File: config.mk
export PLATFORM = sky130hd
export DESIGN_NAME = pwm_slice
export DESIGN_NICKNAME = d
export VERILOG_FILES = /design/src/rtl/pwm_slice_pkg.sv /design/src/rtl/pwm_frac_div.sv /design/src/rtl/pwm_counter.sv /design/src/rtl/pwm_slice_regs.sv /design/src/rtl/pwm_chan_out.sv /design/src/rtl/pwm_slice.sv
export SDC_FILE = /design/constraint.sdc
export NUM_CORES = 1
export LEC_CHECK = 0
export ABC_AREA = 1
export BUFFER_PORTS_ARGS = -buffer_cell sky130_fd_sc_hd__buf_2
export CAP_MARGIN = 20
export CORE_ASPECT_RATIO = 1.2
export CORE_MARGIN = 3
export CORE_UTILIZATION = 40
export CTS_CLUSTER_SIZE = 28
export DETAILED_ROUTE_END_ITERATION = 8
export GPL_TIMING_DRIVEN = 0
export HOLD_SLACK_MARGIN = 0.03
export MAX_ROUTING_LAYER = met4
export PLACE_DENSITY = 0.65
export SETUP_SLACK_MARGIN = 0.5
export SLEW_MARGIN = 10
export SYNTH_ARGS = -nofsm -noshare
export SYNTH_HDL_FRONTEND = slang
export SYNTH_SLANG_ARGS = --single-unit
File: constraint.sdc
create_clock -name clk -period 4.03 [get_ports clk]
set_clock_uncertainty 0.05 [all_clocks]
set_input_delay 0.403 -clock clk [delete_from_list [all_inputs] [get_ports clk]]
set_output_delay 0.403 -clock clk [all_outputs]
set_load 0.005 [all_outputs]
File: src/rtl/pwm_slice_pkg.sv
// Package: shared types and constants for the PWM slice.
// Assumes: write-select codes and control bit positions below are the
// software-visible encoding.
package pwm_slice_pkg;

    typedef enum logic {
        DIR_UP   = 1'b0,
        DIR_DOWN = 1'b1
    } cnt_dir_e;

    localparam logic [1:0] SEL_TOP  = 2'd0;
    localparam logic [1:0] SEL_CMP  = 2'd1;
    localparam logic [1:0] SEL_DIV  = 2'd2;
    localparam logic [1:0] SEL_CTRL = 2'd3;

    localparam int CTRL_W = 3;

    typedef struct packed {
        logic inv_b;
        logic inv_a;
        logic phase;
    } ctrl_t;

endpackage

File: src/rtl/pwm_frac_div.sv
// Module: fractional tick generator.
// Adds one unit (2**FRAC_W) per enabled clock and emits a tick whenever the
// sum reaches the divider, keeping the remainder. Divider values below one
// unit act as one unit. Assumes div_i only changes together with clr_i.
module pwm_frac_div #(
    parameter int DIV_W  = 12,
    parameter int FRAC_W = 4
) (
    input  logic             clk,
    input  logic             rst_n,
    input  logic             en_i,
    input  logic             clr_i,
    input  logic [DIV_W-1:0] div_i,
    output logic             tick_o
);
    localparam int ACC_W = DIV_W + 1;
    localparam logic [DIV_W-1:0] UNIT = DIV_W'(1 << FRAC_W);

    logic [DIV_W-1:0] acc_q;
    logic [DIV_W-1:0] div_eff;
    logic [ACC_W-1:0] sum;
    logic [ACC_W-1:0] rem;

    // Clamp the divider to its legal minimum and form the next sum.
    always_comb begin
        div_eff = (div_i < UNIT) ? UNIT : div_i;
        sum     = {1'b0, acc_q} + {1'b0, UNIT};
        rem     = sum - {1'b0, div_eff};
        tick_o  = en_i && (sum >= {1'b0, div_eff});
    end

    // Phase accumulator: keep the remainder, clear on a working-set copy.
    always_ff @(posedge clk) begin
        if (!rst_n) begin
            acc_q <= '0;
        end else if (clr_i) begin
            acc_q <= '0;
        end else if (en_i) begin
            acc_q <= tick_o ? rem[DIV_W-1:0] : sum[DIV_W-1:0];
        end
    end

    AST_ACC_BELOW_DIV: assert property (@(posedge clk) disable iff (!rst_n)
        acc_q < div_eff);
    AST_UNITY_EVERY_CLK: assert property (@(posedge clk) disable iff (!rst_n)
        (en_i && div_i <= UNIT) |-> tick_o);

endmodule

File: src/rtl/pwm_counter.sv
// Module: period counter, normal (sawtooth) or phase-correct (triangle).
// Steps only on tick_i. Flags the period boundary in the tick that ends a
// period. Assumes top_i changes only at a boundary.
module pwm_counter
    import pwm_slice_pkg::*;
#(
    parameter int CNT_W = 16
) (
    input  logic             clk,
    input  logic             rst_n,
    input  logic             tick_i,
    input  logic             phase_i,
    input  logic [CNT_W-1:0] top_i,
    output logic [CNT_W-1:0] cnt_o,
    output logic             boundary_o
);
    logic [CNT_W-1:0] cnt_q;
    cnt_dir_e         dir_q;

    // A period ends on a normal wrap or when leaving the bottom going down.
    always_comb begin
        if (!phase_i) begin
            boundary_o = tick_i && (cnt_q >= top_i);
        end else begin
            boundary_o = tick_i && (dir_q == DIR_DOWN) && (cnt_q == '0);
        end
    end

    // Count step per tick; ends are held one extra tick in triangle mode.
    always_ff @(posedge clk) begin
        if (!rst_n) begin
            cnt_q <= '0;
            dir_q <= DIR_UP;
        end else if (tick_i) begin
            if (!phase_i) begin
                dir_q <= DIR_UP;
                cnt_q <= (cnt_q >= top_i) ? '0 : cnt_q + 1'b1;
            end else if (dir_q == DIR_UP) begin
                if (cnt_q >= top_i) dir_q <= DIR_DOWN;
                else                cnt_q <= cnt_q + 1'b1;
            end else begin
                if (cnt_q == '0) dir_q <= DIR_UP;
                else             cnt_q <= cnt_q - 1'b1;
            end
        end
    end

    assign cnt_o = cnt_q;

    AST_CNT_WITHIN_TOP: assert property (@(posedge clk) disable iff (!rst_n)
        cnt_q <= top_i);
    AST_BOTTOM_HELD: assert property (@(posedge clk) disable iff (!rst_n)
        (phase_i && tick_i && dir_q == DIR_DOWN && cnt_q == '0) |=> cnt_q == '0);

endmodule

File: src/rtl/pwm_slice_regs.sv
// Module: write decode, shadow registers and working set.
// Shadows load on a write; the working set takes the shadows at a period
// boundary only when a write is pending. Control bits apply immediately.
module pwm_slice_regs
    import pwm_slice_pkg::*;
#(
    parameter int CNT_W  = 16,
    parameter int DIV_W  = 12,
    parameter int FRAC_W = 4,
    parameter logic [CNT_W-1:0] RST_TOP = '1
) (
    input  logic               clk,
    input  logic               rst_n,
    input  logic               wr_en_i,
    input  logic [1:0]         wr_sel_i,
    input  logic [2*CNT_W-1:0] wr_data_i,
    input  logic               boundary_i,
    output logic               load_o,
    output logic [CNT_W-1:0]   top_o,
    output logic [2*CNT_W-1:0] cmp_o,
    output logic [DIV_W-1:0]   div_o,
    output ctrl_t              ctrl_o
);
    localparam logic [DIV_W-1:0] UNIT = DIV_W'(1 << FRAC_W);

    logic [CNT_W-1:0]   top_sh, top_q;
    logic [2*CNT_W-1:0] cmp_sh, cmp_q;
    logic [DIV_W-1:0]   div_sh, div_q;
    logic               pend_q;
    ctrl_t              ctrl_q;
    logic               shadow_wr;

    assign shadow_wr = wr_en_i && (wr_sel_i != SEL_CTRL);
    assign load_o    = boundary_i && pend_q;

    // Shadow capture and control register from the write port.
    always_ff @(posedge clk) begin
        if (!rst_n) begin
            top_sh <= RST_TOP;
            cmp_sh <= '0;
            div_sh <= UNIT;
            ctrl_q <= '0;
        end else if (wr_en_i) begin
            case (wr_sel_i)
                SEL_TOP: top_sh <= wr_data_i[CNT_W-1:0];
                SEL_CMP: cmp_sh <= wr_data_i;
                SEL_DIV: div_sh <= wr_data_i[DIV_W-1:0];
                default: ctrl_q <= ctrl_t'(wr_data_i[CTRL_W-1:0]);
            endcase
        end
    end

    // Working-set copy at a boundary, and the pending flag.
    always_ff @(posedge clk) begin
        if (!rst_n) begin
            top_q  <= RST_TOP;
            cmp_q  <= '0;
            div_q  <= UNIT;
            pend_q <= 1'b0;
        end else begin
            if (load_o) begin
                top_q <= top_sh;
                cmp_q <= cmp_sh;
                div_q <= div_sh;
            end
            if (shadow_wr)   pend_q <= 1'b1;
            else if (load_o) pend_q <= 1'b0;
        end
    end

    assign top_o  = top_q;
    assign cmp_o  = cmp_q;
    assign div_o  = div_q;
    assign ctrl_o = ctrl_q;

    AST_SET_HELD_MIDPERIOD: assert property (@(posedge clk) disable iff (!rst_n)
        !boundary_i |=> ($stable(top_q) && $stable(cmp_q) && $stable(div_q)));
    AST_NO_COPY_UNREQUESTED: assert property (@(posedge clk) disable iff (!rst_n)
        !pend_q |=> ($stable(top_q) && $stable(cmp_q) && $stable(div_q)));

endmodule

File: src/rtl/pwm_chan_out.sv
// Module: one compare output. High while count < level, optionally inverted.
// Assumes the count never exceeds the working ceiling.
module pwm_chan_out #(
    parameter int CNT_W = 16
) (
    input  logic             clk,
    input  logic             rst_n,
    input  logic [CNT_W-1:0] cnt_i,
    input  logic [CNT_W-1:0] level_i,
    input  logic [CNT_W-1:0] top_i,
    input  logic             inv_i,
    output logic             pin_o
);
    // Compare and polarity select.
    always_comb begin
        pin_o = (cnt_i < level_i) ^ inv_i;
    end

    AST_LEVEL_ZERO_LOW: assert property (@(posedge clk) disable iff (!rst_n)
        (level_i == '0) |-> (pin_o == inv_i));
    AST_LEVEL_ABOVE_TOP_HIGH: assert property (@(posedge clk) disable iff (!rst_n)
        (level_i > top_i) |-> (pin_o == !inv_i));

endmodule

File: src/rtl/pwm_slice.sv
// Module: dual-channel PWM slice top.
// Ties the register block, fractional divider, counter and two compare
// outputs together. Assumes one clock domain and synchronous active-low reset.
module pwm_slice
    import pwm_slice_pkg::*;
#(
    parameter int CNT_W     = 16,
    parameter int DIV_INT_W = 8,
    parameter int DIV_FRAC_W = 4,
    parameter logic [CNT_W-1:0] RST_TOP = '1
) (
    input  logic               clk,
    input  logic               rst_n,
    input  logic               enable,
    input  logic               wr_en,
    input  logic [1:0]         wr_sel,
    input  logic [2*CNT_W-1:0] wr_data,
    output logic               out_a,
    output logic               out_b,
    output logic [CNT_W-1:0]   count
);
    localparam int DIV_W = DIV_INT_W + DIV_FRAC_W;
    localparam int N_CH  = 2;

    logic               tick, boundary, load;
    logic [CNT_W-1:0]   top_act;
    logic [2*CNT_W-1:0] cmp_act;
    logic [DIV_W-1:0]   div_act;
    ctrl_t              ctrl;
    logic [N_CH-1:0]    pins;
    logic [N_CH-1:0]    inv_vec;

    pwm_slice_regs #(
        .CNT_W(CNT_W), .DIV_W(DIV_W), .FRAC_W(DIV_FRAC_W), .RST_TOP(RST_TOP)
    ) u_regs (
        .clk(clk), .rst_n(rst_n), .wr_en_i(wr_en), .wr_sel_i(wr_sel),
        .wr_data_i(wr_data), .boundary_i(boundary), .load_o(load),
        .top_o(top_act), .cmp_o(cmp_act), .div_o(div_act), .ctrl_o(ctrl)
    );

    pwm_frac_div #(.DIV_W(DIV_W), .FRAC_W(DIV_FRAC_W)) u_div (
        .clk(clk), .rst_n(rst_n), .en_i(enable), .clr_i(load),
        .div_i(div_act), .tick_o(tick)
    );

    pwm_counter #(.CNT_W(CNT_W)) u_cnt (
        .clk(clk), .rst_n(rst_n), .tick_i(tick), .phase_i(ctrl.phase),
        .top_i(top_act), .cnt_o(count), .boundary_o(boundary)
    );

    assign inv_vec = {ctrl.inv_b, ctrl.inv_a};

    // One compare output per channel; level ch sits in slice ch of the word.
    for (genvar ch = 0; ch < N_CH; ch++) begin : g_chan
        pwm_chan_out #(.CNT_W(CNT_W)) u_out (
            .clk(clk), .rst_n(rst_n), .cnt_i(count),
            .level_i(cmp_act[ch*CNT_W +: CNT_W]), .top_i(top_act),
            .inv_i(inv_vec[ch]), .pin_o(pins[ch])
        );
    end

    assign out_a = pins[0];
    assign out_b = pins[1];

    AST_HOLD_WHEN_IDLE: assert property (@(posedge clk) disable iff (!rst_n)
        !enable |=> ($stable(count) && $stable(out_a) && $stable(out_b)));
    AST_NO_TICK_IDLE: assert property (@(posedge clk) disable iff (!rst_n)
        !enable |-> !tick);

endmodule

==> results of run 1 <==
-- timing repair --
item / in CTS / in global routing
hold buffers: 0 / 0
endpoints found under the hold margin: 0 / 0
buffers inserted: 0 / 4
resized for setup: 0 / 2
endpoints found under the setup margin: 0 / 60
-- flip-flops by register name (all words and copies together), names as in the netlist --
signal         flops
u_cnt.cnt_o       16
u_regs.div_o      12
u_regs.top_o      16
u_regs.top_sh     16
u_regs.ctrl_o      3
u_div.acc_q       12
u_regs.pend_q      1
u_cnt.dir_q        1
u_regs.div_sh     12
u_regs.cmp_o      32
u_regs.cmp_sh     32
-- metrics by stage --
step	hold WS (ns)	std cells	setup slack, ns
6_report	0.193	1652	0.691
5_1_grt	0.191	1652	0.495
4_1_cts	0.169	1648	0.613
3_5_place_dp	0.393	1616	0.660
3_3_place_gp	0.390	1616	0.677
2_1_floorplan	0.379	1292	1.35
-- kinds of logic after synthesis --
| family | after synthesis | synth area share [%] |
|---|---|---|
| AND/OR/NAND/NOR | 598 | 29.3 |
| buffers and inverters | 233 | 10.9 |
| XOR/XNOR | 22 | 2.21 |
| adder cells (fa/ha/maj) | 63 | 9.13 |
| AO/OA/AOI/OAI | 223 | 13.3 |
| flip-flops | 153 | 35.2 |
-- cell usage after synthesis --
cell      count  area share (%)
o21ai_0      75             4.3
buf_1         6            0.26
o21a_1        3            0.26
nand2_4       2            0.26
xor2_1       20             2.0
nand3b_1      4            0.34
buf_4         1           0.086
a21boi_0      3            0.26
ha_1         62             8.9
nor4_1        1           0.072
dfxtp_1     153              35
buf_6         9             1.2
fa_1          1            0.23
nor2_4        1            0.13
nand2_1     290              12
nand3_1     153             8.8
inv_2         3            0.13
xnor2_1       2            0.20
nand2_2       1           0.072
o211ai_1      4            0.34
a22oi_1       1           0.086
a21oi_1     131             7.5
nor2_1      119             5.1
and3_1        1           0.072
buf_2         5            0.29
o221a_2       2            0.26
nor3_1       10            0.57
o21bai_1      2            0.17
nand3_2       1            0.11
clkbuf_1     38             1.6
nand4_1      14             1.0
o21ai_1       2            0.11
inv_1       170             7.3
clkinv_1      1           0.043
nand3_4       1            0.20
-- power by group through the flow --
stage / combinational (mW) / sequential [mW] / clock (mW)
2_1_floorplan: 1.69 / 1.80 / 0
3_3_place_gp: 2.19 / 1.89 / 0
3_5_place_dp: 2.23 / 1.89 / 0
4_1_cts: 2.24 / 1.86 / 1.64
5_1_grt: 2.60 / 1.88 / 1.69
6_report: 2.26 / 1.86 / 1.61
-- layer usage --
layer  vias to the layer above  global-route usage (%)
li1                       4344                       -
met1                      3757                    26.8
met2                       196                    36.2
met3                        49                    3.63
met4                         0                    8.47
met5                         -                       -
-- worst max-delay path, stage by stage (launching register included) --
cell and delay [ns]:
dfxtp_1 0.39, ha_1 0.20, nand3_1 0.17, nor2_1 0.17, xor2_1 0.27, ha_1 0.24
nand2_1 0.09, nor2_1 0.19, nand2_1 0.07, nor2_1 0.15, nand3_2 0.12, nand3_4 0.16
nand2_4 0.14, nor2_4 0.16, buf_12 0.13, buf_6 0.17, buf_6 0.15, nand3_1 0.08
nand2_1 0.11, nor2_1 0.04
-- layout by cell type, fill, tap and decap left out, types with 4 or more instances in the layout --
master,n
clkinv_4,5
o211ai_1,4
buf_1,6
nand3_1,153
inv_1,170
nand3b_1,4
nor2_1,119
nand4_1,14
buf_2,59
clkbuf_16,17
buf_6,9
buf_4,4
nand2_1,290
o21ai_0,75
a21oi_1,131
dfxtp_1,153
clkbuf_1,40
nor3_1,10
xor2_1,20
ha_1,62
-- final timing paths --
check	startpoint	to	slack, ns	cells after the start
max	u_div.acc_q[4]$_SDFFE_PP0P_	u_regs.div_o[0]$_SDFFE_PN0P_	0.69	19
min	wr_data[12]	u_regs.top_sh[12]$_SDFFE_PN1P_	0.19	3
max reg2reg	u_div.acc_q[4]$_SDFFE_PP0P_	u_regs.div_o[0]$_SDFFE_PN0P_	0.69	19
min reg2reg	u_regs.cmp_sh[15]$_SDFFE_PN0P_	u_regs.cmp_sh[15]$_SDFFE_PN0P_	0.41	2
-- cell type report --
cell class | count | area, um^2
inverters | 174 | 653
clock buffers | 21 | 450
fillers | 2233 | 11200
multi-input cells | 906 | 4700
flip-flops and latches | 153 | 3060
clock inverters | 11 | 138
well taps | 270 | 338
repair buffers | 58 | 313
plain buffers | 59 | 300
==> run_results.csv, run 1 <==
group,metric,value,unit
floorplanning,die_w,141,um
detailed_routing,vias,8346,
global_route,grt_antenna_before_repair,0,
synth,yosysSeqAreaShare,35.2,%
placed_design,hpwl,18.8,mm
floorplanning,num_rows,58,
floorplanning,initial_core_util,41.1,%
detailed_routing,wl,24.7,mm
final_layout,stdcell_area,0.00995,mm^2
power,clockPowerShare,28.1,%
worst_hold_path,hp-class,"in2reg",
timing,period_minus_slack,3.34,ns
status,status,"finished, final reports clean",
detailed_routing,dr_wl_met3,1.09,mm
synth,syn-cell-area,0.00871,mm^2
final_layout,drive_gt1_share,8.25,%
job,cap_violations,0,
setup_path,cp-start-kind,"flip-flop",
setup_path,critPathKind,"reg2reg",
detailed_routing,wl_per_cell,15.0,um
setup_path,crit_fanout,10,
detailed_routing,ant_nets,0,
final_layout,final_util,47.0,%
power,p_leak,4.61,nW
detailed_routing,wl_met2,11.7,mm
power,vdd_drop_max,0.000342,V
power,finalPower,5.74,mW
timing,slew_headroom,47.7,%
power,intPower,3.44,mW
placed_design,dpl_cell_area,0.00932,mm^2
timing,max_freq,299,MHz
floorplanning,top_level_ports,56,
power,p_per_area,576,mW/mm^2
power,switching_share,40.0,%
setup_path,endpoint_kind,"flip-flop",
synth,netlist_instances,1292,
detailed_routing,wl_met1,11.1,mm
global_route,grt_max_degree,17,
detailed_routing,top_layer,"met4",
placed_design,io_buffers,54,
timing,hold_violations,0,
floorplanning,core,0.0212,mm^2
cts,numCtsBuffers,17,
timing,rsz0062_at_grt,"no",
cts,clk_path_buf_depth,2,
final_layout,finalNetCount,1470,
final_layout,syn2layout_area_growth,14.2,%
synth,synth-seq-cells,153,
cts,clk_pin_slew,0.06,ns
detailed_routing,drc,0,
timing,worstMarginPinSlew,0.778,ns
timing,fin_tns_setup,0,ns
detailed_routing,firstDrtPassIters,5,
synth,yosys_warnings,0,
global_route,grt_first_pass_wirelength,40.2,mm
timing,drv_slew,0,
floorplanning,fp.dieArea,0.0236,mm^2
floorplanning,die_h,168,um
synth,synth_cell_types,35,
timing,period_share,82.9,%
synth,synth.avg_cell_area,6.74,um^2
power,p_sw,2.30,mW
cts,htreeDepth,4,
global_route,grt_pass1_vias,8019,
power,pwr-share-seq,32.4,%
timing,setup_viol,0,
cts,clock_latency,0.44,ns
setup_path,arrival,3.62,ns
cts,cts-root-buf,"clkbuf_16",
global_route,grtUsageTotal,21.9,%
final_layout,antenna_cells,0,
setup_path,critPathRequiredTime,4.31,ns
global_route,overflow,0,
cts,clock_sink_count,153,
detailed_routing,via_per_inst,5.05,
detailed_routing,drtIter0Drc,634,
placed_design,gp_congestion,0.926,
cts,tritoncts,"built",
synth,syn_nets,1393,
power,combinationalPowerShare,39.4,%
Note: power is estimated with default switching activity, not from simulation.
==> run 2: changes to the inputs <==
Clock period 4.03 ns to 3.34 ns, I/O delays scaled along.
==> run 2 against run 1 <==
Compared with the run above:
- die area unchanged
- power rose by 29%
- flip-flop and latch count stayed put
- combinational power is 42% higher
- sequential share of layout area fell by 2.2 points
- worst setup slack got worse by 0.22 ns
- cell area grew 8.5%
==> run_results.csv, run 2 (synthesized netlist as in run 1, its figures left out) <==
group,metric,value,unit
status,status,"finished, final reports clean",
global_route,grtUsageTotal,22.4,%
timing,slew_headroom,42.0,%
cts,htreeDepth,4,
detailed_routing,wl,26.1,mm
detailed_routing,vias,8610,
timing,setup_viol,0,
detailed_routing,firstDrtPassIters,5,
setup_path,arrival,3.14,ns
setup_path,cp-start-kind,"flip-flop",
timing,worstMarginPinSlew,0.870,ns
job,cap_violations,0,
cts,postCtsHoldBufs,0,
cts,numCtsBuffers,17,
worst_hold_path,hp-class,"in2reg",
cts,tritoncts,"built",
power,p_per_area,687,mW/mm^2
setup_path,endpoint_kind,"flip-flop",
power,pwr-share-seq,30.7,%
final_layout,layout_commonest_cell,"nand2_1",
timing,max_freq,349,MHz
global_route,grt_max_degree,17,
global_route,grt_first_pass_wirelength,41.0,mm
detailed_routing,wl_met2,12.8,mm
power,combinationalPowerShare,43.1,%
final_layout,finalNetCount,1494,
power,intPower,4.44,mW
power,p_leak,4.83,nW
detailed_routing,ant_nets,0,
power,finalPower,7.42,mW
timing,rsz0062_at_grt,"yes",
timing,hold_violations,0,
floorplanning,top_level_ports,56,
power,switching_share,40.2,%
power,clockPowerShare,26.3,%
final_layout,final_util,51.0,%
power,vdd_drop_max,0.000419,V
global_route,overflow,0,
timing,fin_tns_setup,0,ns
cts,cts-root-buf,"clkbuf_16",
timing,hold_slack,0.117,ns
cts,clk_path_buf_depth,2,
timing,period_minus_slack,2.87,ns
floorplanning,die_h,168,um
floorplanning,initial_core_util,41.1,%
setup_path,cp_slowest_cell,"dfxtp_4",
placed_design,gp_congestion,0.926,
setup_path,critPathRequiredTime,3.62,ns
detailed_routing,top_layer,"met4",
final_layout,fillers,2100,
setup_path,max_stage_delay,0.38,ns
final_layout,antenna_cells,0,
timing,period_share,85.9,%
placed_design,hpwl,18.8,mm
global_route,grt_antenna_before_repair,0,
setup_path,crit_fanout,7,
detailed_routing,drtIter0Drc,556,
cts,clock_sink_count,153,
floorplanning,die_w,141,um
final_layout,drive_gt1_share,16.0,%
detailed_routing,dr_wl_met3,1.35,mm
power,p_sw,2.98,mW
cts,clock_latency,0.44,ns
placed_design,io_buffers,54,
detailed_routing,wl_per_cell,15.6,um
detailed_routing,wl_met1,11.1,mm
global_route,grt_pass1_vias,8182,
cts,clk_pin_slew,0.06,ns
floorplanning,num_rows,58,
timing,drv_slew,0,
final_layout,stdcell_area,0.0108,mm^2
floorplanning,core,0.0212,mm^2
final_layout,syn2layout_area_growth,23.9,%
detailed_routing,drc,0,
detailed_routing,via_per_inst,5.14,
final_layout,most-common-layout-cells,"nand2_1, inv_1, dfxtp_1, nand3_1, a21oi_1",
placed_design,dpl_cell_area,0.00932,mm^2
setup_path,path_cells,"ha_4 > nand3_4 > nor2_4 > xor2_4 > ha_4 > buf_6 > nand2_4 > inv_2 > nand2_1 > nand3_2 > nand2_2 > nand3_4 > nand2_8 > nor2_4 > buf_12 > buf_12 > buf_16 > clkbuf_16 > a21oi_2 > nor2_1",
setup_path,critPathKind,"reg2reg",
floorplanning,fp.dieArea,0.0236,mm^2
-- run 2: path summary, 6_finish.rpt --
path	startpoint	endpoint	slack, ns	cells after the start
worst max register to register	u_div.acc_q[4]$_SDFFE_PP0P_	u_regs.cmp_o[1]$_SDFFE_PN0P_	0.47	20
worst max-delay path	u_div.acc_q[4]$_SDFFE_PP0P_	u_regs.cmp_o[1]$_SDFFE_PN0P_	0.47	20
worst min-delay path	wr_data[13]	u_regs.top_sh[13]$_SDFFE_PN1P_	0.12	3
worst min register to register	u_regs.cmp_sh[15]$_SDFFE_PN0P_	u_regs.cmp_sh[15]$_SDFFE_PN0P_	0.41	2
-- run 2: worst max-delay path: cells and delay by family, from the launching register on --
kind                       cells  cell delay, ns
AOI/OAI and AO/OA              1            0.12
xor gates and xnor gates       1            0.20
adders and majority gates      2            0.40
buffers and inverters          6            0.72
DFF                            1            0.38
and+or+nand+nor               10            0.88
-- run 2: what timing repair did --
item / CTS / global route
gates resized for setup: 45 / 98
hold endpoints to repair: 0 / 0
gates cloned: 1 / 4
setup endpoints to repair: 90 / 91
buffers inserted: 16 / 7
pin swaps: 13 / 46
-- run 2: stage by stage --
stage / instances / setup slack (ns)
CTS: 1665 / 0.485
floorplan: 1292 / 0.657
finish: 1676 / 0.472
global route: 1676 / 0.345
detailed placement: 1616 / -0.0299
global placement: 1616 / -0.0127
-- run 2: cell type report --
type                            count  area (um^2)  area share [%]
Multi-Input combinational cell    906         5180            47.9
Sequential cell                   153         3080            28.5
Inverter                          174          659            6.11
Timing Repair Buffer               82          589            5.46
Clock buffer                       21          450            4.17
Buffer                             59          365            3.38
Tap cell                          270          338            3.13
Clock inverter                     11          138            1.27
-- run 2: per-layer routing --
layer | track usage (%) | vias to the layer above
li1 | - | 4381
met1 | 27.1 | 3943
met2 | 36.7 | 232
met3 | 3.77 | 54
met4 | 9.48 | 0
met5 | - | -
-- run 2: power groups by stage --
stage               logic, mW  clock network (mW)  registers [mW]
finish                   3.20                1.95            2.27
global route             3.60                2.04            2.30
global placement         2.64                   0            2.28
floorplan                2.04                   0            2.17
CTS                      2.94                1.97            2.26
detailed placement       2.69                   0            2.28
